<file path="config.mk">
export PLATFORM = sky130hd
export DESIGN_NAME = stepdrv_front
export DESIGN_NICKNAME = d
export VERILOG_FILES = /design/src/rtl/stepdrv_pkg.sv /design/src/rtl/stepdrv_sync.sv /design/src/rtl/stepdrv_ready.sv /design/src/rtl/stepdrv_pwm_meas.sv /design/src/rtl/stepdrv_front.sv
export SDC_FILE = /design/constraint.sdc
export NUM_CORES = 1
export LEC_CHECK = 0
export BUFFER_PORTS_ARGS = -buffer_cell sky130_fd_sc_hd__clkbuf_2
export CORE_ASPECT_RATIO = 0.5
export CORE_MARGIN = 4
export CORE_UTILIZATION = 50
export DETAILED_ROUTE_END_ITERATION = 16
export GPL_ROUTABILITY_DRIVEN = 0
export GPL_TIMING_DRIVEN = 1
export PLACE_DENSITY_LB_ADDON = 0.2
export SLEW_MARGIN = 15
export SYNTH_ARGS = -nofsm -noshare
export SYNTH_HDL_FRONTEND = slang
export SYNTH_SLANG_ARGS = --single-unit
</file>
<file path="constraint.sdc">
create_clock -name clk -period 5.05 [get_ports clk]
set_input_delay 0.2525 -clock clk [delete_from_list [all_inputs] [get_ports clk]]
set_output_delay 0.2525 -clock clk [all_outputs]
set_load 0.05 [all_outputs]
</file>
<file path="src/rtl/stepdrv_pkg.sv">
package stepdrv_pkg;

    typedef enum logic [1:0] {
        RD_OFF  = 2'd0,
        RD_WAIT = 2'd1,
        RD_ON   = 2'd2
    } rd_state_t;

    typedef enum logic [1:0] {
        PM_IDLE = 2'd0,
        PM_RUN  = 2'd1,
        PM_DIV  = 2'd2
    } pm_state_t;

    localparam int SCALE_W = 8;

    function automatic int us_to_cycles(input int clk_hz, input int us);
        return (clk_hz / 1_000_000) * us;
    endfunction

endpackage

</file>
<file path="src/rtl/stepdrv_sync.sv">
module stepdrv_sync #(
    parameter int W = 1
) (
    input  logic         clk,
    input  logic         rst_n,
    input  logic [W-1:0] d,
    output logic [W-1:0] q
);
    logic [W-1:0] meta;

    always_ff @(posedge clk or negedge rst_n) begin
        if (!rst_n) begin
            meta <= '0;
            q    <= '0;
        end else begin
            meta <= d;
            q    <= meta;
        end
    end
endmodule

</file>
<file path="src/rtl/stepdrv_ready.sv">
module stepdrv_ready
    import stepdrv_pkg::*;
#(
    parameter int DELAY_CYC = 1000
) (
    input  logic clk,
    input  logic rst_n,
    input  logic en,
    input  logic fault,
    output logic ready
);
    localparam int CNT_W = $clog2(DELAY_CYC + 1);
    localparam logic [CNT_W-1:0] LAST = CNT_W'(DELAY_CYC - 1);

    rd_state_t        state, state_nx;
    logic [CNT_W-1:0] cnt;
    logic             go;

    assign go = en && !fault;

    always_comb begin
        state_nx = state;
        unique case (state)
            RD_OFF:  if (go) state_nx = RD_WAIT;
            RD_WAIT: if (!go) state_nx = RD_OFF;
                     else if (cnt == LAST) state_nx = RD_ON;
            RD_ON:   if (!go) state_nx = RD_OFF;
            default: state_nx = RD_OFF;
        endcase
    end

    always_ff @(posedge clk or negedge rst_n) begin
        if (!rst_n) begin
            state <= RD_OFF;
            cnt   <= '0;
        end else begin
            state <= state_nx;
            if (state == RD_WAIT && state_nx == RD_WAIT)
                cnt <= cnt + 1'b1;
            else
                cnt <= '0;
        end
    end

    always_comb begin
        ready = (state == RD_ON);
    end
endmodule

</file>
<file path="src/rtl/stepdrv_pwm_meas.sv">
module stepdrv_pwm_meas
    import stepdrv_pkg::*;
#(
    parameter int STUCK_CYC = 40000
) (
    input  logic               clk,
    input  logic               rst_n,
    input  logic               lvl,
    output logic [SCALE_W-1:0] scale
);
    localparam int CW = $clog2(2 * STUCK_CYC + 2);
    localparam logic [CW-1:0] CMAX  = {CW{1'b1}};
    localparam logic [CW-1:0] STK_L = CW'(STUCK_CYC - 1);
    localparam logic [CW-1:0] STK_M = CW'(STUCK_CYC);

    pm_state_t     state, state_nx;
    logic          lvl_d, rise, any_edge, stuck;
    logic [CW-1:0] idle_cnt, per_cnt, hi_cnt, den, rem;
    logic [CW:0]   rem2;
    logic [7:0]    quo;
    logic [2:0]    bit_cnt;
    logic          sat, take;

    assign rise     = lvl && !lvl_d;
    assign any_edge = lvl ^ lvl_d;
    assign stuck    = !any_edge && (idle_cnt == STK_L);
    assign rem2     = {rem, 1'b0};
    assign take     = (rem2 >= {1'b0, den});

    // measurement counters, independent of the control state
    always_ff @(posedge clk or negedge rst_n) begin
        if (!rst_n) begin
            lvl_d    <= 1'b0;
            idle_cnt <= '0;
            per_cnt  <= '0;
            hi_cnt   <= '0;
        end else begin
            lvl_d <= lvl;
            if (any_edge)
                idle_cnt <= '0;
            else if (idle_cnt != STK_M)
                idle_cnt <= idle_cnt + 1'b1;
            if (rise) begin
                per_cnt <= CW'(1);
                hi_cnt  <= CW'(1);
            end else begin
                if (per_cnt != CMAX) per_cnt <= per_cnt + 1'b1;
                if (lvl && hi_cnt != CMAX) hi_cnt <= hi_cnt + 1'b1;
            end
        end
    end

    always_comb begin
        state_nx = state;
        unique case (state)
            PM_IDLE: if (rise) state_nx = PM_RUN;
            PM_RUN:  if (stuck) state_nx = PM_IDLE;
                     else if (rise) state_nx = PM_DIV;
            PM_DIV:  if (stuck) state_nx = PM_IDLE;
                     else if (bit_cnt == 3'd7) state_nx = PM_RUN;
            default: state_nx = PM_IDLE;
        endcase
    end

    // state register
    always_ff @(posedge clk or negedge rst_n) begin
        if (!rst_n) begin
            state   <= PM_IDLE;
            bit_cnt <= '0;
        end else begin
            state <= state_nx;
            if (state == PM_DIV) bit_cnt <= bit_cnt + 1'b1;
            else                 bit_cnt <= '0;
        end
    end

    // datapath and outputs
    always_ff @(posedge clk or negedge rst_n) begin
        if (!rst_n) begin
            den   <= '0;
            rem   <= '0;
            quo   <= '0;
            sat   <= 1'b0;
            scale <= '0;
        end else begin
            if (stuck) begin
                scale <= lvl ? 8'hFF : 8'h00;
            end else if (state == PM_RUN && rise) begin
                den <= per_cnt;
                rem <= hi_cnt;
                sat <= (hi_cnt >= per_cnt);
                quo <= '0;
            end else if (state == PM_DIV) begin
                rem <= take ? CW'(rem2 - {1'b0, den}) : rem2[CW-1:0];
                quo <= {quo[6:0], take};
                if (bit_cnt == 3'd7)
                    scale <= sat ? 8'hFF : {quo[6:0], take};
            end
        end
    end
endmodule

</file>
<file path="src/rtl/stepdrv_front.sv">
module stepdrv_front
    import stepdrv_pkg::*;
#(
    parameter int CLK_FREQ_HZ = 200_000_000,
    parameter int READY_US    = 500_000,
    parameter int STUCK_US    = 200
) (
    input  logic               clk,
    input  logic               rst_n,
    input  logic               step_in,
    input  logic               dir_in,
    input  logic               enable_in,
    input  logic               gate_in,
    input  logic               pwm_in,
    input  logic               fault_in,
    output logic               step_stb,
    output logic               step_ccw,
    output logic               ready_n,
    output logic               coil_en,
    output logic [SCALE_W-1:0] cur_scale
);
    localparam int DELAY_CYC = us_to_cycles(CLK_FREQ_HZ, READY_US);
    localparam int STUCK_CYC = us_to_cycles(CLK_FREQ_HZ, STUCK_US);
    localparam int NSYNC     = 6;

    logic [NSYNC-1:0] raw, synced;
    logic step_s, dir_s, en_s, gate_s, pwm_s, fault_s;
    logic step_d, ready, accept;

    assign raw = {fault_in, pwm_in, gate_in, enable_in, dir_in, step_in};
    assign {fault_s, pwm_s, gate_s, en_s, dir_s, step_s} = synced;

    stepdrv_sync #(.W(NSYNC)) u_sync (
        .clk(clk), .rst_n(rst_n), .d(raw), .q(synced)
    );

    stepdrv_ready #(.DELAY_CYC(DELAY_CYC)) u_ready (
        .clk(clk), .rst_n(rst_n), .en(en_s), .fault(fault_s), .ready(ready)
    );

    stepdrv_pwm_meas #(.STUCK_CYC(STUCK_CYC)) u_pwm (
        .clk(clk), .rst_n(rst_n), .lvl(pwm_s), .scale(cur_scale)
    );

    assign accept = step_s && !step_d && ready && gate_s;

    always_ff @(posedge clk or negedge rst_n) begin
        if (!rst_n) begin
            step_d   <= 1'b0;
            step_stb <= 1'b0;
            step_ccw <= 1'b0;
        end else begin
            step_d   <= step_s;
            step_stb <= accept;
            if (accept) step_ccw <= dir_s;
        end
    end

    always_comb begin
        ready_n = !ready;
        coil_en = ready && (cur_scale != 8'hFF);
    end
endmodule

</file>
==> flow_metrics.tcl, run 1 <==
set metrics [dict create \
    tightest_slew_ns 1.115 \
    coreArea_sq_um 15620 \
    avgSynthCellArea_sq_um 9.394 \
    multi_input_area_sq_um 4006 \
    cts-root-buf "clkbuf_16" \
    rrSetupSlack_ns 1.84 \
    htreeDepth 4 \
    max_freq_mhz 311.2 \
    worstSetupPathType "reg2reg" \
    synth_cell_types 62 \
    detail_route.wl_per_cell_um 16.20 \
    fp.dieArea_sq_um 18420 \
    p_leak_nw 4.029 \
    clkTransAtPathRegs_ns 0.06 \
    pre_cts_ws_ns 1.873 \
    die_h_um 97.99 \
    drive_above_1_share_pct 8.175 \
    cts_buffers 17 \
    synth-seq-cells 151 \
    min_path_type "reg2reg" \
    synthCells 862 \
    setup_violations 0 \
    synth_enable_flop_cells 0 \
    dp_hpwl_um 12360 \
    io-pin-count 20 \
    finalMaxSlewViolations 0 \
    final_cells 1097 \
    placed_cell_area_sq_um 8333 \
    setup_slack_ns 1.837 \
    fin_area_sq_um 9026 \
    die_w_um 188.0 \
    hold_end "u_sync.q[3]" \
    wl_um 17780 \
    area.growth.synth_to_final_pct 11.46 \
    drv_cap 0 \
    power.total_mw 4.398 \
    vias 6155 \
    cts_sinks 151 \
    finalSetupTns_ns 0 \
    fillers 1345 \
    hold_viol_final 0 \
    status "completed" \
    rsz0062_at_grt "no" \
    ys_async_sr_fraction_pct 100.0 \
    synth_top_area_share_pct 46.66 \
    synth_nets 915 \
    yosys.area.top_type "dfrtp_1" \
    cts_tree "built" \
    first_pass_iters 5 \
    arrival_ns 3.56 \
    crit_path_end_kind "flip-flop" \
    diodes 0 \
    gr-total-overflow 0 \
    avgViaCountPerCell 5.611 \
    worstPathMaxFanout 36 \
    grt_max_degree 96 \
    worstReg2RegStart "u_sync.q[4]" \
    io_buffers 19 \
    yosysWarnings 0 \
    fin_nets 933 \
    grtUsageTotal_pct 20.25 \
    antenna_found_initial 0 \
    numPlacedInstances 1058 \
    cts_max_path_buffers 2 \
    grt_pass1_wl_um 30310 \
    grt_pass1_vias 6029 \
    register_area_sq_um 3779 \
    ant_nets 0 \
    ys_top_cells_by_area "dfrtp_1 (47%), ha_1 (6.8%), nor2_1 (6.1%), xor2_1 (4.7%), a21oi_1 (3.6%)" \
    drt_iter0_drc 293 \
    hold_depth 0 \
    period_needed_ns 3.213 \
    max-vdd-ir-drop_uv 308.1 \
    rr_endpoint "u_pwm.sat" \
    hp-start "u_sync.meta[3]" \
    start_util_pct 51.86 \
    finalCritPeriodShare_pct 63.63 \
    cp.required_ns 5.39 \
    maxSlewHeadroom_pct 25.12 \
    synth_ff_type "dfrtp_1" \
    ys_seq_area_share_pct 46.66 \
    synth_area_sq_um 8098 \
    reg2regPathDepth 7 \
    drc 0 \
    clock_skew_ns 0.008335 \
    startpoint_type "flip-flop" \
    fp-row-count 32 \
    worst_skew_pair.late_latency_ns 0.42 \
    power_per_cell_area_nw_per_um2 487.3 \
]
## flip-flops by register name (all words and copies together), names as in the netlist, 6 cells and up
register        cells
u_pwm.quo           7
u_pwm.idle_cnt     17
u_pwm.per_cnt      17
u_sync.meta         6
u_pwm.den          17
u_pwm.rem          17
u_ready.cnt        27
u_pwm.scale         8
u_pwm.hi_cnt       17
u_sync.q            6
## through the flow
stage / hold WS, ns / utilization (%)
floorplan: -0.04309 / -
global placement: 0.3318 / 53.37
detailed placement: 0.3365 / 53.37
CTS: 0.3480 / 57.80
global route: 0.3657 / 57.80
finish: 0.3481 / 57.80
## layer usage
layer	share of wire, %	GRT usage [%]	wire length, um	vias to the layer above
li1	-	-	-	3026
met3	4.1	4.679	730	32
met4	1.5	6.201	269	0
met1	51	29.22	9006	2980
met5	0	0	0	-
met2	44	30.65	7770	117
## cells in the mapped netlist (all sizes together) (15+ instances only)
cell type and number:
xnor2 29, o22ai 16, nand4 18, xor2 43, mux2i 17, o21ai 51, a21oi 60, inv 44
ha 44, nand2b 15, clkbuf 16, nand2 63, nand3 31, nor3 18, nor2 131, dfrtp 151
## layout by cell type (no fill, tap or decap), types with 4 or more instances in the layout
master | netlist | routed
inv_1 | 44 | 44
a211oi_1 | 4 | 4
nor2b_1 | 5 | 5
dlygate4sd3_1 | 0 | 7
clkinv_4 | 0 | 5
o21ai_0 | 46 | 46
and2_1 | 4 | 4
and4_1 | 4 | 4
o22ai_1 | 16 | 16
a21o_1 | 10 | 10
nand2b_1 | 15 | 15
xor2_1 | 43 | 43
xnor2_1 | 29 | 29
a21oi_1 | 59 | 59
mux2i_1 | 17 | 17
clkbuf_16 | 0 | 17
or3_1 | 12 | 12
nand3_1 | 31 | 31
nand2_1 | 63 | 63
nor2_1 | 131 | 130
and3_1 | 14 | 14
clkbuf_2 | 0 | 18
dfrtp_1 | 151 | 151
o21ai_1 | 5 | 5
nor3_1 | 16 | 16
ha_1 | 44 | 44
o211ai_1 | 5 | 5
nand4_1 | 18 | 18
## power by group
group          switching [mW]  internal [mW]
sequential              0.188           1.37
clock                   0.531          0.811
combinational           0.864          0.635
total                    1.58           2.82
## worst max-delay path, cell delays in order (launching register included)
cell and delay (ns):
dfrtp_1 0.41, ha_1 0.29, clkinv_1 0.41, nor4_4 1.09, nor2_2 0.46, nand3b_1 0.20
o21ai_0 0.10, a21oi_1 0.16
## repair_timing
| item | in CTS | in global routing |
|---|---|---|
| hold endpoints to repair | 100 | 0 |
| gates resized for setup | 0 | 0 |
| hold buffers | 7 | 0 |
| buffers inserted | 0 | 0 |
## area by class of cell
| cell class | instances | area share (%) |
|---|---|---|
| Sequential cell | 151 | 41.86 |
| Clock buffer | 19 | 5.018 |
| Inverter | 45 | 1.871 |
| Clock inverter | 13 | 1.885 |
| Timing Repair Buffer | 29 | 2.149 |
| Tap cell | 204 | 2.828 |
| Multi-Input combinational cell | 636 | 44.39 |
## worst max path at each step
stage,startpoint,end,slack [ns],depth (start not counted)
CTS,u_sync.q[4],u_pwm.sat,1.83,7
global placement,u_sync.q[4],u_pwm.sat,1.94,7
floorplan,u_pwm.hi_cnt[6],u_pwm.hi_cnt[9],2.46,13
global route,u_sync.q[4],u_pwm.sat,1.47,7
detailed placement,u_sync.q[4],u_pwm.sat,1.87,7
finish,u_sync.q[4],u_pwm.sat,1.84,7
## cell families (layout without fill, tap and decap cells)
group / after synthesis / after routing / share of synthesized area, %
AOI/OAI and AO/OA: 167 / 167 / 12.38
muxes: 20 / 20 / 2.518
and+or+nand+nor: 332 / 332 / 19.61
buffers and inverters: 75 / 106 / 4.002
DFF: 151 / 151 / 46.66
xor gates and xnor gates: 72 / 72 / 7.787
adders and majority gates: 45 / 45 / 7.046
Note: power is estimated with default switching activity, not from simulation.
==> run 2, diff against run 1 <==
ABC_AREA = 1   (was default)
clock period = 2.75 ns   (was 5.05 ns; I/O delays follow)
==> run 2 against run 1 <==
Sequential share of layout area shrank 3.8 points. Register-to-register slack lost 1.5 ns. Die area grew 9.0%. Largest power group is now combinational cells. Non-clock buffer count grew 8. Synthesized cell count grew 37%. Combinational power grew 130%. Hold slack lost 0.042 ns. Maximum frequency grew 31%. Clock power grew 78%. Largest cell class unchanged. Clock-buffer cell count shrank 1. Cell area grew 9.8%. Worst setup slack lost 1.5 ns.
==> flow_metrics.tcl, run 2 <==
set metrics [dict create \
    cts_tree "built" \
    register_area_sq_um 3779 \
    drc 0 \
    first_pass_iters 5 \
    setup_slack_ns 0.2964 \
    finalSetupTns_ns 0 \
    cts_max_path_buffers 2 \
    yosysMostFrequentCell "nand2_1" \
    yosysWarnings 0 \
    max-vdd-ir-drop_uv 445.1 \
    synth_nets 1238 \
    status "completed" \
    drv_cap 0 \
    fp-row-count 34 \
    vias 7780 \
    wl_um 20960 \
    dp_hpwl_um 15190 \
    switching_share_pct 41.29 \
    holdWs_ns 0.3063 \
    worstSetupPathType "reg2reg" \
    ys_async_sr_fraction_pct 100.0 \
    fin_nets 1273 \
    final_cell_mix "nand2_1 (304), inv_1 (166), nor2_1 (163)" \
    power_frac_comb_pct 40.7 \
    area.growth.synth_to_final_pct 11.68 \
    clkTransAtPathRegs_ns 0.07 \
    die_w_um 196.4 \
    fillers 1577 \
    cp.required_ns 3.07 \
    start_util_pct 51.02 \
    hold_buffers 7 \
    reg2regPathDepth 16 \
    antenna_found_initial 0 \
    grt_pass1_wl_um 35770 \
    synth_cell_types 54 \
    seq_power_share_pct 31.7 \
    cts_buffers 17 \
    period_needed_ns 2.454 \
    rrSetupSlack_ns 0.30 \
    synth_ff_type "dfrtp_1" \
    synth_enable_flop_cells 0 \
    max_freq_mhz 407.6 \
    layout_commonest_cell "nand2_1" \
    pre_cts_ws_ns 0.3896 \
    rsz0062_at_grt "no" \
    gr-total-overflow 0 \
    largest_reg_flops 27 \
    grt_max_degree 74 \
    clock_skew_ns 0.006921 \
    setup_violations 0 \
    cts_sinks 151 \
    synth_area_sq_um 8877 \
    io-pin-count 20 \
    cts_setup_buffers 0 \
    detail_route.wl_per_cell_um 14.28 \
    cts_resized 0 \
    synth_top_area_share_pct 42.57 \
    power.total_mw 8.646 \
    yosys.area.top_type "dfrtp_1" \
    top_register "u_ready.cnt" \
    p_leak_nw 4.905 \
    grtUsageTotal_pct 21.93 \
    final_core_util_pct 56.98 \
    cts-root-buf "clkbuf_16" \
    ys_top_cells_by_area "dfrtp_1 (43%), nand2_1 (13%), inv_1 (7.0%), nor2_1 (6.9%), ha_1 (6.2%)" \
    synthCells 1185 \
    fp.dieArea_sq_um 20080 \
    die_h_um 102.2 \
    finalMaxSlewViolations 0 \
    finalCritPeriodShare_pct 89.22 \
    avgSynthCellArea_sq_um 7.491 \
    io_buffers 19 \
    startpoint_type "flip-flop" \
    min_path_type "in2async" \
    synth-seq-cells 151 \
    power_per_cell_area_nw_per_um2 872.1 \
    multi_input_area_sq_um 4342 \
    switchingPower_mw 3.570 \
    maxSlewHeadroom_pct 40.07 \
    arrival_ns 2.77 \
    internal_power_mw 5.076 \
    ys_seq_area_share_pct 42.57 \
    clkPwrFrac_pct 27.7 \
    crit_path_end_kind "flip-flop" \
    coreArea_sq_um 17400 \
    synth_top_cells_by_count "nand2_1 (304), inv_1 (166), nor2_1 (163)" \
    htreeDepth 4 \
    worst_skew_pair.late_latency_ns 0.43 \
    drt_iter0_drc 517 \
    ant_nets 0 \
    drive_above_1_share_pct 7.624 \
    avgViaCountPerCell 5.303 \
    hold_viol_final 0 \
    tightest_slew_ns 0.8955 \
    worstPathMaxFanout 8 \
    grt_pass1_vias 7306 \
    rr_endpoint "u_pwm.hi_cnt[15]" \
    worstReg2RegStart "u_pwm.hi_cnt[1]" \
    diodes 0 \
]
## run 2: changes by cell type in the layout (fill, tap and decap cells not counted), moves of 13 or more
cell and change:
xor2_1 -20, nand3_1 +41, nand2b_1 -15, o21ai_0 +15
mux2i_1 -17, nand2_1 +241, inv_1 +122, and3_1 -13
nor2_1 +33, xnor2_1 -20
## run 2: power groups by stage
stage	registers [mW]	logic (mW)	clock network, mW
global placement	2.76	3.35	0
detailed placement	2.77	3.41	0
finish	2.74	3.52	2.39
floorplan	2.70	2.70	0
CTS	2.73	3.47	2.43
global route	2.78	3.99	2.54
## run 2: metal layers
layer	GRT usage, %	share of wire [%]
met4	5.469	1.2
met3	4.216	5.0
met1	31.79	49
met2	34.30	44
met5	0	0
## run 2: cell families (layout without fill, tap and decap cells)
group	Yosys count	in the layout	synth area share [%]
AND/OR/NAND/NOR	633	633	30.99
buffers and inverters	190	238	8.527
flip-flops	151	151	42.57
AO/OA/AOI/OAI	133	133	8.203
adder cells (fa/ha/maj)	45	45	6.427
XOR/XNOR	32	32	3.157
multiplexers	1	1	0.1268
## run 2: cell type report
type                    count  area share, %
inverters                 169          6.398
multi-input cells         844          43.79
clock inverters            14          1.628
well taps                 234          2.953
repair buffers             37          2.688
flip-flops and latches    151          38.11
clock buffers              18          4.430
## run 2: worst max path at each step
stage                      from           endpoint  slack [ns]
6_report        u_pwm.hi_cnt[1]   u_pwm.hi_cnt[15]        0.30
2_1_floorplan  u_pwm.per_cnt[0]  u_pwm.per_cnt[15]        0.75
3_5_place_dp    u_pwm.hi_cnt[1]   u_pwm.hi_cnt[15]        0.39
4_1_cts         u_pwm.hi_cnt[1]   u_pwm.hi_cnt[15]        0.32
3_3_place_gp    u_pwm.hi_cnt[1]    u_pwm.hi_cnt[8]        0.42
5_1_grt         u_pwm.hi_cnt[1]   u_pwm.hi_cnt[12]        0.09
## run 2: through the flow
| step | instances | cell area [sq um] |
|---|---|---|
| after floorplan | 1185 | 8877 |
| after global placement | 1428 | 9244 |
| after detailed placement | 1428 | 9244 |
| after CTS | 1467 | 9915 |
| after global routing | 1467 | 9915 |
| final | 1467 | 9915 |
## run 2: critical path, stage by stage, from the launching register on
cell and delay, ns:
dfrtp_1 0.45, ha_1 0.23, nand3_1 0.08, nor3_1 0.05, nand3_1 0.10, nor2_1 0.06, ha_1 0.17, inv_1 0.07
nand2_1 0.19, inv_1 0.13, nand2_1 0.12, nor2_1 0.25, nand2_1 0.12, nor2_1 0.14, nand2_1 0.06, nand2_1 0.05
nor2_1 0.04
==> run 3, diff against run 2 <==
CORE_UTILIZATION = 55   (was 50)
PLACE_DENSITY = 0.74   (was default)
PLACE_DENSITY_LB_ADDON = default   (was 0.2)
==> run 3 against run 2 <==
Register-to-register slack worse by 0.05 ns. Utilization is 6.4 points higher. Power is 2.4% higher. Hold slack better by 0.026 ns. Flip-flop and latch count stayed put. Non-clock buffer count is 1 lower. Die area is 8.6% lower. Largest cell class unchanged. Largest power group unchanged. Highest routed layer unchanged.
==> flow_metrics.tcl, run 3 (synthesized netlist as in run 2, its figures left out) <==
set metrics [dict create \
    cp.required_ns 3.05 \
    htreeDepth 4 \
    tightest_slew_ns 0.8745 \
    ant_nets 0 \
    drive_above_1_share_pct 7.549 \
    power_per_cell_area_nw_per_um2 894.7 \
    cts_resized 0 \
    setup_violations 0 \
    vias 7948 \
    power_frac_comb_pct 40.0 \
    top_usage_layer "met2" \
    clkTransAtPathRegs_ns 0.06 \
    dp_hpwl_um 15230 \
    fin_nets 1272 \
    cts_sinks 151 \
    fp.dieArea_sq_um 18360 \
    cts_max_path_buffers 2 \
    fillers 1314 \
    io-pin-count 20 \
    detail_route.wl_per_cell_um 14.90 \
    seq_power_share_pct 31.1 \
    startpoint_type "flip-flop" \
    crit_path_end_kind "flip-flop" \
    switching_share_pct 40.88 \
    min_path_type "in2async" \
    max_freq_mhz 400.2 \
    rsz0062_at_grt "no" \
    avgViaCountPerCell 5.535 \
    p_leak_nw 4.925 \
    cts_setup_buffers 0 \
    crit_path_cell_trace "ha_1 -> nand3_1 -> nor3_1 -> nand3_1 -> nor2_1 -> ha_1 -> inv_1 -> nand2_1 -> inv_1 -> nand2_1 -> nor2_1 -> o21ai_0 -> a21oi_1" \
    drt_iter0_drc 786 \
    die_h_um 97.84 \
    hold_viol_final 0 \
    wl_um 21390 \
    fp-row-count 32 \
    rr_endpoint "u_pwm.hi_cnt[11]" \
    io_buffers 19 \
    worstPathMaxFanout 8 \
    arrival_ns 2.80 \
    area.growth.synth_to_final_pct 11.46 \
    worstReg2RegStart "u_pwm.hi_cnt[1]" \
    finalSetupTns_ns 0 \
    finalCritPeriodShare_pct 90.86 \
    reg2regPathDepth 13 \
    drv_cap 0 \
    top_register "u_ready.cnt" \
    clock_skew_ns 0.01255 \
    worstSetupPathType "reg2reg" \
    status "completed" \
    worst_skew_pair.late_latency_ns 0.43 \
    final_cell_mix "nand2_1 (304), inv_1 (166), nor2_1 (163)" \
    antenna_found_initial 0 \
    critPathMaxStageDelay_ns 0.45 \
    coreArea_sq_um 15620 \
    critPathSlowestCell "dfrtp_1" \
    first_pass_iters 5 \
    met2_usage_pct 36.90 \
    register_area_sq_um 3779 \
    die_w_um 187.7 \
    clkPwrFrac_pct 29.0 \
    finalMaxSlewViolations 0 \
    cts_tree "built" \
    cts_buffers 17 \
    grt_pass1_vias 7567 \
    max-vdd-ir-drop_uv 613.6 \
    rrSetupSlack_ns 0.25 \
    gr-total-overflow 0 \
    cts-root-buf "clkbuf_16" \
    diodes 0 \
    gr-usage-met3_pct 5.464 \
    drc 0 \
    switchingPower_mw 3.619 \
    grt_max_degree 81 \
    grtUsageMet1_pct 33.86 \
    holdWs_ns 0.3327 \
    maxSlewHeadroom_pct 41.48 \
    start_util_pct 56.85 \
    grt_pass1_wl_um 35930 \
    multi_input_area_sq_um 4342 \
    largest_reg_flops 27 \
    grtUsageTotal_pct 23.73 \
    layout_commonest_cell "nand2_1" \
    period_needed_ns 2.499 \
    internal_power_mw 5.233 \
    hold_buffers 7 \
]
## run 3: critical path, delay by kind of cell, from the launching register on
kind,cells,cell delay [ns]
fa+ha+maj,2,0.38
compound gates,2,0.33
simple gates,7,1.08
flops,1,0.45
buf+inv,2,0.14
## run 3: metal layers
layer  part of all wire (%)  up-vias
met2                     45      308
met3                    7.4       45
met5                      0        -
li1                       -     3864
met4                    1.8        0
met1                     46     3731
## run 3: cell type report
class / instances / share of cell area (%)
Clock buffer: 17 / 4.299
Clock inverter: 15 / 2.150
Inverter: 169 / 6.411
Multi-Input combinational cell: 844 / 43.88
Sequential cell: 151 / 38.19
Tap cell: 204 / 2.580
Timing Repair Buffer: 36 / 2.491
## run 3: worst max-delay path by stage
stage,startpoint,end,slack [ns],cells past startpoint
2_1_floorplan,u_pwm.per_cnt[0],u_pwm.per_cnt[15],0.75,14
3_3_place_gp,u_pwm.hi_cnt[1],u_pwm.hi_cnt[8],0.43,14
3_5_place_dp,u_pwm.hi_cnt[1],u_pwm.hi_cnt[12],0.38,13
4_1_cts,u_pwm.hi_cnt[1],u_pwm.hi_cnt[12],0.32,13
5_1_grt,u_pwm.hi_cnt[1],u_pwm.hi_cnt[12],0.02,13
6_report,u_pwm.hi_cnt[1],u_pwm.hi_cnt[11],0.25,13
## run 3: power groups by stage
| stage | combinational (mW) | clock [mW] | sequential [mW] |
|---|---|---|---|
| floorplan | 2.70 | 0 | 2.70 |
| global placement | 3.30 | 0 | 2.76 |
| detailed placement | 3.39 | 0 | 2.78 |
| CTS | 3.46 | 2.58 | 2.74 |
| global route | 4.03 | 2.70 | 2.78 |
| finish | 3.54 | 2.56 | 2.75 |
## run 3: stage by stage
| step | setup WS [ns] | std cells | instance area, sq um | power (mW) | util [%] |
|---|---|---|---|---|---|
| after global placement | 0.4282 | 1397 | 9186 | 6.065 | 58.83 |
| after CTS | 0.3177 | 1436 | 9894 | 8.779 | 63.37 |
| final | 0.2513 | 1436 | 9894 | 8.853 | 63.37 |
| after global routing | 0.02476 | 1436 | 9894 | 9.503 | 63.37 |
| after detailed placement | 0.3828 | 1397 | 9186 | 6.162 | 58.83 |
| after floorplan | 0.7515 | 1185 | 8877 | 5.397 | - |
